[src/rtl/sram_core_pkg.sv]
package sram_core_pkg;

    typedef enum logic [1:0] {
        CMD_IDLE  = 2'd0,
        CMD_READ  = 2'd1,
        CMD_WRITE = 2'd2
    } sram_cmd_e;

endpackage

[src/rtl/sram_cmd_decode.sv]
module sram_cmd_decode
    import sram_core_pkg::*;
#(
    parameter int LANES = 4
) (
    input  logic             ce,
    input  logic             bwe,
    input  logic [LANES-1:0] lane_we,
    input  logic             gwe,
    input  logic             sleep,
    output sram_cmd_e        cmd,
    output logic [LANES-1:0] lane_mask
);

    logic any_write;

    always_comb begin
        any_write = gwe || (bwe && (|lane_we));
        lane_mask = gwe ? {LANES{1'b1}} : lane_we;
        if (sleep || !ce) begin
            cmd = CMD_IDLE;
        end else if (any_write) begin
            cmd = CMD_WRITE;
        end else begin
            cmd = CMD_READ;
        end
    end

endmodule

[src/rtl/sram_lane_array.sv]
module sram_lane_array #(
    parameter int LANES  = 4,
    parameter int LANE_W = 9,
    parameter int ADDR_W = 4
) (
    input  logic                    clk,
    input  logic [ADDR_W-1:0]       addr,
    input  logic                    wr_en,
    input  logic                    rd_en,
    input  logic [LANES-1:0]        lane_mask,
    input  logic [LANES*LANE_W-1:0] wdata,
    output logic [LANES*LANE_W-1:0] rd_q
);

    localparam int DEPTH = 1 << ADDR_W;

    for (genvar g = 0; g < LANES; g++) begin : g_lane
        logic [LANE_W-1:0] mem [DEPTH];
        logic [LANE_W-1:0] rd_lane_q;

        always_ff @(posedge clk) begin
            if (wr_en && lane_mask[g]) begin
                mem[addr] <= wdata[g*LANE_W +: LANE_W];
            end
            if (rd_en) begin
                rd_lane_q <= mem[addr];
            end
        end

        assign rd_q[g*LANE_W +: LANE_W] = rd_lane_q;
    end

endmodule

[src/rtl/sram_out_stage.sv]
module sram_out_stage #(
    parameter int W = 36
) (
    input  logic         clk,
    input  logic         rst_n,
    input  logic         rd_cmd,
    input  logic         sleep,
    input  logic         pipe_mode,
    input  logic         oe,
    input  logic [W-1:0] s1_data,
    output logic         drive,
    output logic [W-1:0] rdata
);

    typedef struct packed {
        logic         s1_v;
        logic         s2_v;
        logic [W-1:0] s2_data;
    } out_state_t;

    out_state_t st_d, st_q;
    logic       sel_v;
    logic [W-1:0] sel_data;

    always_comb begin
        st_d         = st_q;
        st_d.s1_v    = rd_cmd && !sleep;
        st_d.s2_v    = st_q.s1_v && !sleep;
        st_d.s2_data = s1_data;
    end

    always_ff @(posedge clk or negedge rst_n) begin
        if (!rst_n) begin
            st_q <= '0;
        end else begin
            st_q <= st_d;
        end
    end

    always_comb begin
        sel_v    = pipe_mode ? st_q.s2_v    : st_q.s1_v;
        sel_data = pipe_mode ? st_q.s2_data : s1_data;
        drive    = oe && sel_v && !sleep;
        rdata    = drive ? sel_data : '0;
    end

endmodule

[src/rtl/sync_sram_core.sv]
module sync_sram_core
    import sram_core_pkg::*;
#(
    parameter int LANES  = 4,
    parameter int LANE_W = 9,
    parameter int ADDR_W = 4
) (
    input  logic                    clk,
    input  logic                    rst_n,
    input  logic [ADDR_W-1:0]       addr,
    input  logic                    ce,
    input  logic                    bwe,
    input  logic [LANES-1:0]        lane_we,
    input  logic                    gwe,
    input  logic [LANES*LANE_W-1:0] wdata,
    input  logic                    pipe_mode,
    input  logic                    oe,
    input  logic                    sleep,
    output logic [LANES*LANE_W-1:0] rdata,
    output logic                    drive
);

    localparam int W = LANES * LANE_W;

    sram_cmd_e        cmd;
    logic [LANES-1:0] lane_mask;
    logic [W-1:0]     arr_q;

    sram_cmd_decode #(.LANES(LANES)) u_dec (
        .ce        (ce),
        .bwe       (bwe),
        .lane_we   (lane_we),
        .gwe       (gwe),
        .sleep     (sleep),
        .cmd       (cmd),
        .lane_mask (lane_mask)
    );

    sram_lane_array #(.LANES(LANES), .LANE_W(LANE_W), .ADDR_W(ADDR_W)) u_arr (
        .clk       (clk),
        .addr      (addr),
        .wr_en     (cmd == CMD_WRITE),
        .rd_en     (cmd == CMD_READ),
        .lane_mask (lane_mask),
        .wdata     (wdata),
        .rd_q      (arr_q)
    );

    sram_out_stage #(.W(W)) u_out (
        .clk       (clk),
        .rst_n     (rst_n),
        .rd_cmd    (cmd == CMD_READ),
        .sleep     (sleep),
        .pipe_mode (pipe_mode),
        .oe        (oe),
        .s1_data   (arr_q),
        .drive     (drive),
        .rdata     (rdata)
    );

endmodule

[config.mk]
export PLATFORM = sky130hd
export DESIGN_NAME = sync_sram_core
export DESIGN_NICKNAME = d
export VERILOG_FILES = /design/src/rtl/sram_core_pkg.sv /design/src/rtl/sram_cmd_decode.sv /design/src/rtl/sram_lane_array.sv /design/src/rtl/sram_out_stage.sv /design/src/rtl/sync_sram_core.sv
export SDC_FILE = /design/constraint.sdc
export NUM_CORES = 1
export LEC_CHECK = 0
export BUFFER_PORTS_ARGS = -buffer_cell sky130_fd_sc_hd__buf_2
export CORE_UTILIZATION = 65
export CTS_CLUSTER_SIZE = 20
export DETAILED_ROUTE_END_ITERATION = 16
export PLACE_DENSITY = 0.85
export SYNTH_ARGS = -nofsm -noshare
export SYNTH_HDL_FRONTEND = slang
export SYNTH_SLANG_ARGS = --single-unit
[constraint.sdc]
create_clock -name clk -period 4.3 [get_ports clk]
set_clock_uncertainty 0.2 [all_clocks]
set_input_delay 0.86 -clock clk [delete_from_list [all_inputs] [get_ports clk]]
set_output_delay 0.86 -clock clk [all_outputs]
set_load 0.02 [all_outputs]
==> results by group <==
Synth
  • Syn Nets: roughly 1200
  • Synth Area in Adders: 0
  • Syn Inst Count: 1142
  • Sequential area share after synthesis: 0.787
  • Simple-gate share of the synthesized area: 0.0280
  • Compound-gate portion of the synthesized area: 0.0236
  • Synthesized cell area: between 20000 and 25000 µm²
  • Synth Register Bits: 650
  • Xor and xnor area share after synthesis: 0
  • Largest family of logic cells by synthesized area: multiplexers
  • Syn_area_per_cell: approximately 21 µm²
  • Synth unique cells: 21
  • Ys Warns: 0
  • Mux contribution to synthesized area: 0.147

Min path
  • Worst min path class: register to register

Global route
  • GR Overflow Total: 0
  • Gr usage total: 0.301
  • Initial antenna violation count: 1
  • Largest net degree at the start of global routing: 85
  • First-pass GRT wire length: roughly 82000 µm
  • Vias in the first global route: between 10000 and 15000

Setup path
  • CP Buf/Inv Count: 3
  • Arr. time, crit path: ~2.4 ns
  • Critical path cell sequence: buf_2 > mux2_2 > nand3b_1 > buf_4 > nor2_1 > buf_2
  • Crit path kind: primary input to primary output
  • Critical Path Start Type: primary input
  • Critical Path Slowest Stage Cell: mux2_2
  • Max stage delay on crit path: just over 0.4 ns
  • Worst setup EP type: primary output
  • CP required: 3.24 ns
  • R2R setup slack: about 2.4 ns
  • Delay-heaviest family, CP: buffers and inverters
  • Crit path top cell by count: buf_2
  • Maximum fanout along the worst path: 14

STA
  • Max-slew violations: 0
  • Pin slew with the least headroom to its limit: around 1.2 ns
  • Final setup vio count: 0
  • Unrepaired setup endpoints after global routing: false
  • Sum of negative setup slack: 0 ns
  • Normalized max-slew margin: 0.202
  • Final Hold Fails: 0
  • Crit share post-route: 0.795
  • Fmax: 293 MHz
  • Min cycle time layout: 3.42 ns

Power
  • Pleak: about 9.3 nW
  • Worst IR Drop VDD: approximately 0.46 mV
  • Pwr/cell area: 463 nW/µm²

Floorplanning
  • DIE WIDTH: slightly below 200 µm
  • Die height: 196 µm
  • I/O pin count: 89
  • Initial Util: 0.666
  • Floorplan row count: 70
  • Full die area: 38500 µm²
  • Core ar.: 36900 µm²

Flow run
  • Max-Cap Viols: 0

Final layout
  • Layout Nets: between 1000 and 1500
  • Fin cells: ~1800
  • Layout cells sized above 1: 0.287
  • Area delta synth->final: 13.3%
  • Diode count: 0

Clock tree
  • CTS Hold Buffers Added: 0
  • CTS H-tree depth: 2
  • Worst skew pair latency: slightly above 0.6 ns
  • Worst-path clk slew: approximately 0.070 ns
  • Total CTS buffers: 60
  • Clock sink total: 650
  • CTS tree: yes
  • CTS Buffer Depth: 3
  • Clk root buf: clkbuf_16
  • Post-cts resize count: 0
  • Post-CTS Setup Repair Bufs: 0

Place
  • Placed cells: 1739
  • DPL Wire Length: between 30000 and 40000 µm
  • GPL Wtd Cong: roughly 0.85
  • IO Port Bufs: 88

Status
  • Status: finished, final reports clean

Detailed routing
  • Pre-antenna DRT Iters: 9
  • Metal3 WL: about 6000 µm
  • Wirelength per Cell: 30.0 µm
  • DR DRC count: 0
  • Wl on met1: just under 20000 µm
  • Via count: ~12000
  • Vias per cell: a little under 7
  • Top Layer Used: met5
  • Iteration-0 DRC count of the detailed router: 1877
  • Post-route ant nets: 0
  • WL final: 55500 µm
  • Met2 WL: ~28000 µm
## power by group
part	switching [mW]	internal (mW)	total [mW]
Sequential	0.0174	6.98	7.00
Combinational	0.349	0.209	0.558
Clock	2.24	3.06	5.30
Total	2.61	10.3	12.9
## area by class of cell
cell class	instances	area [µm²]
Clock buffer	77	1620
Clock inverter	33	334
Fill cell	1877	9070
Inverter	1	3.75
Multi-Input combinational cell	429	4910
Sequential cell	650	19300
Tap cell	504	631
Timing Repair Buffer	155	985
## synthesized netlist by cell type
cell type    n  area [µm²]
edfxtp_1   612       18400
a22oi_1     72         541
nor2_1     103         387
inv_1        1        3.75
o41ai_1      1        8.76
nand3_1      6        30.0
mux2i_1     36         360
mux4_2     144        3240
and2_1       1        6.26
buf_2       21         105
nor2b_1      8        50.1
and3b_1      2        17.5
buf_6       10         113
nand4_1      1        6.26
a21o_1       4        30.0
buf_1        5        18.8
clkbuf_1    26        97.6
nand2_1     49         184
nand3b_1     1        7.51
mux2_2       1        11.3
dfrtp_1     38         951
## worst paths after layout
| path | from | endpoint | cells past startpoint |
|---|---|---|---|
| max | pipe_mode | rdata[9] | 6 |
| min | u_arr.g_lane[3].rd_lane_q[8] | u_out.st_q[35] | 0 |
| max reg2reg | u_arr.g_lane[3].mem[11][6] | u_arr.g_lane[3].rd_lane_q[6] | 3 |
| min reg2reg | u_arr.g_lane[3].rd_lane_q[8] | u_out.st_q[35] | 0 |
| max in group asynchronous | rst_n | u_out.st_q[2] | 1 |
| min in group asynchronous | rst_n | u_out.st_q[21] | 1 |
## layer usage
metal  up-vias  global-route usage
li1       5003                   -
met1      6386               0.404
met2       898               0.491
met3       163              0.0662
met4         2               0.120
met5         -                   0
## cells in the final DEF, fill, tap and decap left out, drive strengths merged
master,n
a22oi,72
inv,2
edfxtp,612
nand2,49
o41ai,1
nand4,1
and3b,2
nand3b,1
a21o,4
nand3,6
and2,1
clkinv,24
mux2i,36
bufinv,7
nor2,103
mux2,1
buf,155
nor2b,8
dfrtp,38
mux4,144
clkinvlp,1
clkbuf,77
## state kept, by name, indices dropped and copies added, names as in the netlist
name / flops
u_arr.g_lane.mem: 576
u_out.st_q: 38
u_arr.g_lane.rd_lane_q: 36
## metrics by stage
step | utilization | hold WS, ns | setup slack, ns | power, mW | instance area (µm²)
2_1_floorplan | - | 0.154 | 1.24 | 7.46 | 24500
3_3_place_gp | 0.701 | 0.161 | 0.971 | 7.64 | 25900
3_5_place_dp | 0.701 | 0.160 | 0.863 | 7.67 | 25900
4_1_cts | 0.754 | 0.161 | 0.901 | 12.9 | 27800
5_1_grt | 0.754 | 0.175 | 0.833 | 13.2 | 27800
6_report | 0.754 | 0.164 | 0.881 | 12.9 | 27800
## worst reg2reg max path, delay by kind of cell (launching register included)
family	cells	cell delay (ns)
mux	1	0.51
simple gates	1	0.16
flops	1	0.38
compound gates	1	0.32
## cell families (layout without fill, tap and decap cells)
| logic type | after synthesis | count (layout) |
|---|---|---|
| AND/OR/NAND/NOR | 171 | 171 |
| multiplexers | 181 | 181 |
| buffers and inverters | 63 | 266 |
| AO/OA/AOI/OAI | 77 | 77 |
| flip-flops | 650 | 650 |
(Power assumes the default switching activity.)
